$ cat config.mk
export PLATFORM = sky130hd
export DESIGN_NAME = pc_sequencer
export DESIGN_NICKNAME = d
export VERILOG_FILES = /design/src/rtl/pcs_pkg.sv /design/src/rtl/pcs_rstsync.sv /design/src/rtl/pcs_decode.sv /design/src/rtl/pcs_cond.sv /design/src/rtl/pcs_target.sv /design/src/rtl/pc_sequencer.sv
export SDC_FILE = /design/constraint.sdc
export NUM_CORES = 1
export LEC_CHECK = 0
export ABC_AREA = 1
export BUFFER_PORTS_ARGS = -buffer_cell sky130_fd_sc_hd__buf_4
export CAP_MARGIN = 20
export CORE_ASPECT_RATIO = 0.7
export CORE_UTILIZATION = 53
export DETAILED_ROUTE_END_ITERATION = 10
export GPL_ROUTABILITY_DRIVEN = 0
export PLACE_DENSITY = 0.92
export RECOVER_POWER = 50
export SYNTH_ARGS = -nofsm -noshare
export SYNTH_HDL_FRONTEND = slang
export SYNTH_SLANG_ARGS = --single-unit
$ cat constraint.sdc
create_clock -name clk -period 2.5 [get_ports clk]
set_clock_uncertainty 0.15 [all_clocks]
set_input_delay 0.25 -clock clk [delete_from_list [all_inputs] [get_ports clk]]
set_output_delay 0.25 -clock clk [all_outputs]
set_load 0.02 [all_outputs]
$ cat src/rtl/pcs_pkg.sv
package pcs_pkg;

  localparam int INSN_W  = 32;
  localparam int OPC_W   = 6;
  localparam int OPC_LSB = 26;
  localparam int IDX_W   = 5;
  localparam int OFS_S_W = 16;
  localparam int OFS_L_W = 26;

  localparam logic [OPC_W-1:0] OPC_BR_EQ   = 6'd17;
  localparam logic [OPC_W-1:0] OPC_BR_GTS  = 6'd18;
  localparam logic [OPC_W-1:0] OPC_BR_GES  = 6'd19;
  localparam logic [OPC_W-1:0] OPC_BR_GEU  = 6'd20;
  localparam logic [OPC_W-1:0] OPC_BR_GTU  = 6'd21;
  localparam logic [OPC_W-1:0] OPC_BR_NE   = 6'd23;
  localparam logic [OPC_W-1:0] OPC_JMP_REG = 6'd48;
  localparam logic [OPC_W-1:0] OPC_CALL_RG = 6'd54;
  localparam logic [OPC_W-1:0] OPC_JMP_REL = 6'd56;
  localparam logic [OPC_W-1:0] OPC_CALL_RL = 6'd62;

  typedef enum logic [1:0] {
    FLOW_SEQ,
    FLOW_COND,
    FLOW_REG,
    FLOW_REL
  } flow_e;

  typedef enum logic [2:0] {
    CMP_NONE,
    CMP_EQ,
    CMP_NE,
    CMP_GT_S,
    CMP_GE_S,
    CMP_GT_U,
    CMP_GE_U
  } cmp_e;

  typedef struct packed {
    flow_e kind;
    cmp_e  cmp;
    logic  call;
  } flow_dec_t;

endpackage

$ cat src/rtl/pcs_rstsync.sv
module pcs_rstsync #(
  parameter int STAGES = 2
) (
  input  logic clk,
  input  logic rst_n,
  output logic rst_sync_n
);

  logic [STAGES-1:0] chain_q;
  logic [STAGES-1:0] chain_d;

  always_comb begin
    chain_d = {chain_q[STAGES-2:0], 1'b1};
  end

  always_ff @(posedge clk or negedge rst_n) begin
    if (!rst_n) begin
      chain_q <= '0;
    end else begin
      chain_q <= chain_d;
    end
  end

  assign rst_sync_n = chain_q[STAGES-1];

endmodule

$ cat src/rtl/pcs_decode.sv
module pcs_decode
  import pcs_pkg::*;
(
  input  logic [OPC_W-1:0] opc,
  output flow_dec_t        dec
);

  always_comb begin
    dec.kind = FLOW_SEQ;
    dec.cmp  = CMP_NONE;
    dec.call = 1'b0;
    case (opc)
      OPC_BR_EQ:   begin dec.kind = FLOW_COND; dec.cmp = CMP_EQ;   end
      OPC_BR_NE:   begin dec.kind = FLOW_COND; dec.cmp = CMP_NE;   end
      OPC_BR_GTS:  begin dec.kind = FLOW_COND; dec.cmp = CMP_GT_S; end
      OPC_BR_GES:  begin dec.kind = FLOW_COND; dec.cmp = CMP_GE_S; end
      OPC_BR_GTU:  begin dec.kind = FLOW_COND; dec.cmp = CMP_GT_U; end
      OPC_BR_GEU:  begin dec.kind = FLOW_COND; dec.cmp = CMP_GE_U; end
      OPC_JMP_REG: begin dec.kind = FLOW_REG;  end
      OPC_CALL_RG: begin dec.kind = FLOW_REG;  dec.call = 1'b1; end
      OPC_JMP_REL: begin dec.kind = FLOW_REL;  end
      OPC_CALL_RL: begin dec.kind = FLOW_REL;  dec.call = 1'b1; end
      default:     begin dec.kind = FLOW_SEQ;  end
    endcase
  end

endmodule

$ cat src/rtl/pcs_cond.sv
module pcs_cond
  import pcs_pkg::*;
#(
  parameter int W          = 32,
  parameter bit SHARED_SUB = 1'b1
) (
  input  cmp_e         sel,
  input  logic [W-1:0] opa,
  input  logic [W-1:0] opb,
  output logic         hit
);

  logic is_eq;
  logic is_lt_u;
  logic is_lt_s;

  generate
    if (SHARED_SUB) begin : g_shared
      // One subtractor yields all three relations.
      logic [W:0] diff;
      assign diff    = {1'b0, opa} - {1'b0, opb};
      assign is_eq   = (diff[W-1:0] == '0);
      assign is_lt_u = diff[W];
      assign is_lt_s = (opa[W-1] ^ opb[W-1]) ? opa[W-1] : diff[W];
    end else begin : g_direct
      assign is_eq   = (opa == opb);
      assign is_lt_u = (opa < opb);
      assign is_lt_s = ($signed(opa) < $signed(opb));
    end
  endgenerate

  always_comb begin
    case (sel)
      CMP_EQ:   hit = is_eq;
      CMP_NE:   hit = !is_eq;
      CMP_GT_S: hit = !is_lt_s && !is_eq;
      CMP_GE_S: hit = !is_lt_s;
      CMP_GT_U: hit = !is_lt_u && !is_eq;
      CMP_GE_U: hit = !is_lt_u;
      default:  hit = 1'b0;
    endcase
  end

endmodule

$ cat src/rtl/pcs_target.sv
module pcs_target
  import pcs_pkg::*;
#(
  parameter int W = 32
) (
  input  logic [W-1:0]      pc,
  input  logic [INSN_W-1:0] insn,
  input  logic [W-1:0]      opa,
  output logic [W-1:0]      seq_tgt,
  output logic [W-1:0]      rel_s_tgt,
  output logic [W-1:0]      rel_l_tgt,
  output logic [W-1:0]      reg_tgt
);

  localparam int EXT_S = W - OFS_S_W - 2;
  localparam int EXT_L = W - OFS_L_W - 2;
  localparam logic [W-1:0] ALIGN_MASK = ~{{(W-2){1'b0}}, 2'b11};
  localparam logic [W-1:0] WORD_STEP  = {{(W-3){1'b0}}, 3'b100};

  logic [W-1:0] ofs_s;
  logic [W-1:0] ofs_l;
  logic         unused_bits;

  assign ofs_s = {{EXT_S{insn[OFS_S_W-1]}}, insn[OFS_S_W-1:0], 2'b00};
  assign ofs_l = {{EXT_L{insn[OFS_L_W-1]}}, insn[OFS_L_W-1:0], 2'b00};

  assign seq_tgt   = pc + WORD_STEP;
  assign rel_s_tgt = pc + ofs_s;
  assign rel_l_tgt = pc + ofs_l;
  assign reg_tgt   = opa & ALIGN_MASK;

  // Opcode bits are decoded elsewhere.
  assign unused_bits = ^insn[INSN_W-1:OFS_L_W];

endmodule

$ cat src/rtl/pc_sequencer.sv
module pc_sequencer
  import pcs_pkg::*;
#(
  parameter int          XLEN        = 32,
  parameter logic [31:0] RESET_VEC   = 32'h0000_0100,
  parameter int          LINK_IDX    = 29,
  parameter bit          SHARED_SUB  = 1'b1,
  parameter int          SYNC_STAGES = 2
) (
  input  logic            clk,
  input  logic            rst_n,
  input  logic            step_i,
  input  logic [31:0]     insn_i,
  input  logic [XLEN-1:0] opa_i,
  input  logic [XLEN-1:0] opb_i,
  output logic [XLEN-1:0] pc_o,
  output logic            taken_o,
  output logic            link_we_o,
  output logic [4:0]      link_idx_o,
  output logic [XLEN-1:0] link_data_o
);

  localparam logic [XLEN-1:0] RST_PC = XLEN'(RESET_VEC) & ~XLEN'(3);

  logic            rst_sync_n;
  flow_dec_t       dec;
  logic            cond_hit;
  logic [XLEN-1:0] seq_tgt;
  logic [XLEN-1:0] rel_s_tgt;
  logic [XLEN-1:0] rel_l_tgt;
  logic [XLEN-1:0] reg_tgt;
  logic [XLEN-1:0] pc_q;
  logic [XLEN-1:0] pc_d;
  logic [XLEN-1:0] next_pc;
  logic            taken;

  pcs_rstsync #(.STAGES(SYNC_STAGES)) u_rst (
    .clk        (clk),
    .rst_n      (rst_n),
    .rst_sync_n (rst_sync_n)
  );

  pcs_decode u_dec (
    .opc (insn_i[INSN_W-1:OPC_LSB]),
    .dec (dec)
  );

  pcs_cond #(.W(XLEN), .SHARED_SUB(SHARED_SUB)) u_cond (
    .sel (dec.cmp),
    .opa (opa_i),
    .opb (opb_i),
    .hit (cond_hit)
  );

  pcs_target #(.W(XLEN)) u_tgt (
    .pc        (pc_q),
    .insn      (insn_i),
    .opa       (opa_i),
    .seq_tgt   (seq_tgt),
    .rel_s_tgt (rel_s_tgt),
    .rel_l_tgt (rel_l_tgt),
    .reg_tgt   (reg_tgt)
  );

  // Next-address selection.
  always_comb begin
    taken   = 1'b0;
    next_pc = seq_tgt;
    case (dec.kind)
      FLOW_COND: begin
        taken   = cond_hit;
        next_pc = cond_hit ? rel_s_tgt : seq_tgt;
      end
      FLOW_REG: begin
        taken   = 1'b1;
        next_pc = reg_tgt;
      end
      FLOW_REL: begin
        taken   = 1'b1;
        next_pc = rel_l_tgt;
      end
      default: begin
        taken   = 1'b0;
        next_pc = seq_tgt;
      end
    endcase
  end

  always_comb begin
    pc_d = pc_q;
    if (step_i) begin
      pc_d = next_pc;
    end
  end

  always_ff @(posedge clk or negedge rst_sync_n) begin
    if (!rst_sync_n) begin
      pc_q <= RST_PC;
    end else begin
      pc_q <= pc_d;
    end
  end

  assign pc_o        = pc_q;
  assign taken_o     = taken;
  assign link_we_o   = step_i & dec.call;
  assign link_idx_o  = 5'(LINK_IDX);
  assign link_data_o = seq_tgt;

  // the PC is always word aligned.
  a_r12_pc_aligned: assert property (@(posedge clk) disable iff (!rst_sync_n)
    pc_o[1:0] == 2'b00);

  // without the strobe the PC holds.
  a_r2_hold: assert property (@(posedge clk) disable iff (!rst_sync_n)
    !step_i |=> $stable(pc_o));

  // a step that is not taken advances by one word.
  a_r3_sequential: assert property (@(posedge clk) disable iff (!rst_sync_n)
    (step_i && !taken_o) |=> (pc_o == $past(pc_o) + XLEN'(4)));

  // a link request names the fixed register and carries the return address.
  a_r10_link_fields: assert property (@(posedge clk) disable iff (!rst_sync_n)
    link_we_o |-> (link_idx_o == 5'(LINK_IDX) && link_data_o == pc_o + XLEN'(4)));

  // every call leaves the sequential path.
  a_r10_call_taken: assert property (@(posedge clk) disable iff (!rst_sync_n)
    link_we_o |-> taken_o);

  // the link request is qualified by the strobe.
  a_r2_link_needs_step: assert property (@(posedge clk) disable iff (!rst_sync_n)
    link_we_o |-> step_i);

  // after a taken register jump the PC equals the aligned operand.
  a_r9_reg_target: assert property (@(posedge clk) disable iff (!rst_sync_n)
    (step_i && dec.kind == FLOW_REG) |=> (pc_o == ($past(opa_i) & ~XLEN'(3))));

endmodule

==> results by group, run 1 <==
Clock network
  – CTS Buf Count: 5
  – H-tree Lvls: 2
  – Clock root buffer: clkbuf_16
  – Sink Count: 32
  – Clock Tree Buf Depth: 2

Placement
  – Post-Place Cells: 2284
  – Dpl hpwl: 29400 um
  – IO buf count: 160

Logic synthesis
  – Sequential area share after synthesis: 9.09%
  – Asr flop ratio synth: 100%
  – Post-synth top cells: 595 x nand2_1, 336 x inv_1, 121 x a21oi_1, 121 x nor2_1, 114 x nand3_1
  – Yosys cell types: 44
  – Synthesized area per cell: 5.22 sq um
  – Top cell type's share of synthesized area: 25.3%
  – Cell with the most instances after synthesis: nand2_1
  – Mapped Cells: 1689
  – Warnings from Yosys: 0
  – #FFs+latches synth: 32
  – Top cell type by total area after synthesis: nand2_1
  – Top cells by area, synth: nand2_1 25%, inv_1 14%, ha_1 11%, dfrtp_1 8.8%, a21oi_1 6.9%
  – Main synth FF type: dfrtp_1
  – Post-synth EDFFs: 0
  – Synthesized area: 8820 sq um

Floorplanning
  – Initial Util: 54.1%
  – Die H: 110 um
  – Row cnt: 39
  – Io pins: 170
  – DIE WIDTH: 156 um

Global route
  – Largest net degree at the start of global routing: 45
  – Grt ovf: 6
  – Total track usage: 71.7%

STA
  – Grt repair worst endpoint: taken_o
  – Worst ep type: output port

Status
  – Status: did not finish
  – Err: [ERROR GRT-0232] Routing congestion too high. Check the congestion heatmap in the GUI.
  – Fail Step: global routing (5_1_grt)
cells by family after synthesis:
logic type                 Yosys count  share of synthesized area (%)
adders and majority gates           77                           11.1
other                                2                         0.0851
DFF                                 32                           9.09
xor gates and xnor gates            53                           5.26
and+or+nand+nor                    925                           43.7
AOI/OAI and AO/OA                  220                           13.9
buffers and inverters              380                           16.9
stage by stage:
| step | hold slack (ns) | util, % | area [sq um] | setup WS, ns |
|---|---|---|---|---|
| CTS | 0.128 | 79.8 | 13000 | -0.538 |
| detailed placement | -0.116 | 73.9 | 12000 | -0.806 |
| global placement | -0.117 | 73.8 | 12000 | -0.704 |
| floorplan | -0.196 | - | 8940 | -0.214 |
layer usage:
layer / GRT usage (%) / GRT overflow
met1: 71.0 / 0
met3: 58.7 / 0
met5: 26.5 / 0
met2: 87.8 / 3
met4: 72.4 / 3
timing repair:
| item | 4_1_cts |
|---|---|
| pin swaps | 51 |
| hold buffers | 1 |
| setup buffers | 33 |
| cloned | 1 |
| hold endpoints to repair | 2 |
| resized for setup | 132 |
| setup endpoints to repair | 52 |
==> run 2: changes to the inputs <==
- CORE_ASPECT_RATIO: 0.7 -> not set
- CORE_UTILIZATION: 53 -> 40
- PLACE_DENSITY: 0.92 -> not set
- PLACE_DENSITY_LB_ADDON: not set -> 0.15
- clock period: 2.5 -> 3.25 ns (I/O delays scaled with it)
==> results by group, run 2 <==
Finish
  – Filler cell count in the final layout: 2211
  – Multi-input logic area: 7370 sq um
  – Antenna cells: 0
  – Max reg flops: 30
  – Most common cell after layout, fill and taps aside: nand2_1
  – Layout cells sized above 1: 25.1%
  – Area growth syn-to-layout: 40.3%
  – Finished Core Util: 58.0%
  – Most frequent cells in the layout: 557 x nand2_1, 330 x inv_1, 300 x buf_4
  – Final nets: 2159
  – FF+latch area: 802 sq um

Pwr
  – Combinational Power Share: 74.8%
  – Leak: 0.00721 uW
  – VDD IR max: 0.000257 V
  – Pwr Total: 4630 uW
  – Internal: 2180 uW
  – P_sw: 2450 uW
  – Flop pwr share: 13.8%
  – Sw Ratio: 52.8%
  – Power per cell area: 374 nW/um^2
  – Clk network pwr share: 11.3%

Setup path
  – Setup slack, reg-to-reg: 0.18 ns
  – CP Max Fanout: 2
  – Data required, critical path: 2.77 ns
  – Startpoint Class: flip-flop
  – Kind of critical path: flip-flop to output pin
  – Crit end category: output pin
  – Critical Path AT: 2.69 ns

Logic synthesis
  – Sequential area share after synthesis: 9.09% (unchanged)
  – Warnings from Yosys: 0 (unchanged)
  – Largest family of logic cells by synthesized area: simple AND/OR/NAND/NOR gates (unchanged)
  – Main synth FF type: dfrtp_1 (unchanged)
  – Top cell type's share of synthesized area: 25.3% (unchanged)
  – Post-synth top cells: 595 x nand2_1, 336 x inv_1, 121 x a21oi_1, 121 x nor2_1, 114 x nand3_1 (unchanged)
  – Synthesized area: 8820 sq um (unchanged)
  – Top cells by area, synth: nand2_1 25%, inv_1 14%, ha_1 11%, dfrtp_1 8.8%, a21oi_1 6.9% (unchanged)
  – Top cell type by total area after synthesis: nand2_1 (unchanged)
  – Post-Synth Adder-Cell Area: 11.1% (unchanged)
  – Mapped Cells: 1689 (unchanged)
  – Simple-gate area share of the yosys netlist: 43.7% (unchanged)
  – #FFs+latches synth: 32 (unchanged)
  – Yosys cell types: 44 (unchanged)
  – Synth Area in Compound Gates: 13.9% (unchanged)
  – Cell with the most instances after synthesis: nand2_1 (unchanged)
  – Mux cell area share after synthesis: 0% (unchanged)
  – Synthesized area per cell: 5.22 sq um (unchanged)
  – Synth Area in XOR/XNOR: 5.26% (unchanged)
  – Asr flop ratio synth: 100% (unchanged)
  – Post-synth EDFFs: 0 (unchanged)

Clock network
  – Sink Count: 32 (unchanged)
  – H-tree Lvls: 2 (unchanged)
  – Clock transition at the registers of the reported paths: 0.06 ns
  – CTS Buf Count: 5 (unchanged)
  – Clock Tree Buf Depth: 2 (unchanged)
  – Clock latency on the worst-skew pair: 0.29 ns
  – CTS tree: done
  – Clock root buffer: clkbuf_16 (unchanged)

Global route
  – Vias in the first global route: 10700
  – Initial antenna violation count: 0
  – Total track usage: 29.1%
  – First-pass GRT wire length: 51700 um
  – Grt ovf: 0
  – Largest net degree at the start of global routing: 31

Drt
  – Via density per instance: 5.06
  – Post-route ant nets: 0
  – DR DRC count: 0
  – Via Count: 11400
  – Detailed Route WL: 33700 um
  – Starting DRT DRC Count: 746
  – Avg WL per Cell: 14.9 um
  – Drt first pass iters: 5

Job
  – Max-Cap Viols: 1

Floorplanning
  – Row cnt: 53 (was 39)
  – Initial Util: 41.3% (was 54.1%)
  – Die area: 22700 sq um
  – Core area: 21400 sq um
  – Die H: 151 um (was 110 um)
  – Io pins: 170 (unchanged)
  – DIE WIDTH: 151 um (was 156 um)

STA
  – Final period util: 97.5%
  – Fmax: 0.316 GHz
  – Slew margin rel.: -32.2%
  – Worst slew pin tran: 1.98 ns
  – Tmin final: 3.17 ns
  – Final Hold Viols: 0
  – Min Hold Slack: 0.193 ns
  – Unrepaired setup endpoints after global routing: yes
  – Max-slew violation count: 31
  – Setup violations, final: 0

Placement
  – IO buf count: 160 (unchanged)
  – Dpl hpwl: 27500 um (was 29400 um)

Status
  – Status: finished, violations left (was did not finish)
  – Violated checks: capacitance limit, slew limit

Min path
  – Hold Crit Class: primary input to async pin
## run 2: cell counts after synthesis
Identical to the previous run, type by type.
## run 2: final cells by class
class	count	share of cell area, %
clock inverter	2	0.121
tap	275	2.78
sequential	32	6.48
clock buffer	6	1.12
timing repair buffer	313	19.4
multi-input combinational	1285	59.5
inverter	346	10.5
## run 2: stage by stage
stage | cell area (sq um) | worst slack [ns] | std cells | setup TNS [ns]
2_1_floorplan | 8850 | 0.270 | 1697 | 0
6_report | 12400 | 0.0822 | 2259 | 0
5_1_grt | 12400 | -0.0778 | 2259 | -0.394
4_1_cts | 11600 | -0.00285 | 2245 | -0.00454
3_5_place_dp | 11200 | -0.202 | 2225 | -4.77
3_3_place_gp | 11200 | -0.162 | 2225 | -3.17
## run 2: power groups by stage
stage	combinational, uW	clock, uW	sequential (uW)
2_1_floorplan	1970	0	720
3_3_place_gp	3180	0	635
3_5_place_dp	3200	0	635
4_1_cts	3250	522	631
5_1_grt	3820	539	653
6_report	3460	524	640
## run 2: per-layer routing
metal	vias to the layer above	GRT usage [%]	part of all wire [%]	routed length, um
met5	-	0	0	0
met4	0	11.7	3.5	1180
met3	67	2.00	5.1	1710
met2	361	51.9	48	16300
met1	5154	36.0	43	14600
li1	5850	-	-	-
## run 2: critical path, cell delays in order (launching register included)
cell,delay [ns]
dfrtp_1,0.37
ha_2,0.21
nand2_2,0.08
nor2_4,0.11
inv_2,0.05
nor2_2,0.11
inv_2,0.06
nor2_4,0.10
inv_2,0.05
nor3_2,0.14
inv_1,0.07
nor2_1,0.10
buf_4,0.15
nand3_4,0.08
nor3_4,0.17
buf_6,0.14
nand3_4,0.06
xor2_2,0.15
inv_1,0.08
buf_6,0.11
## run 2: worst paths after layout
check                                    to             start  cells after the start
setup reg to reg                   pc_o[24]           pc_o[2]                     25
max in group asynchronous          pc_o[27]  u_rst.chain_q[1]                      1
hold reg to reg            u_rst.chain_q[1]  u_rst.chain_q[0]                      0
min in group clk           u_rst.chain_q[1]  u_rst.chain_q[0]                      0
setup / recovery            link_data_o[28]           pc_o[2]                     19
hold / removal             u_rst.chain_q[0]             rst_n                      2
## run 2: cell families (layout without fill, tap and decap cells)
group | Yosys count | after routing
buffers and inverters | 380 | 667
XOR/XNOR | 53 | 53
other | 2 | 10
flip-flops | 32 | 32
AND/OR/NAND/NOR | 925 | 925
adder cells (fa/ha/maj) | 77 | 77
AO/OA/AOI/OAI | 220 | 220
## run 2: repair_timing
action	in CTS	in global routing
cloned	0	0
endpoints found under the hold margin	2	0
resized for setup	29	159
setup buffers	11	14
setup endpoints to repair	6	41
pin swaps	8	40
hold buffers	1	0
Note: power is estimated with default switching activity, not from simulation.
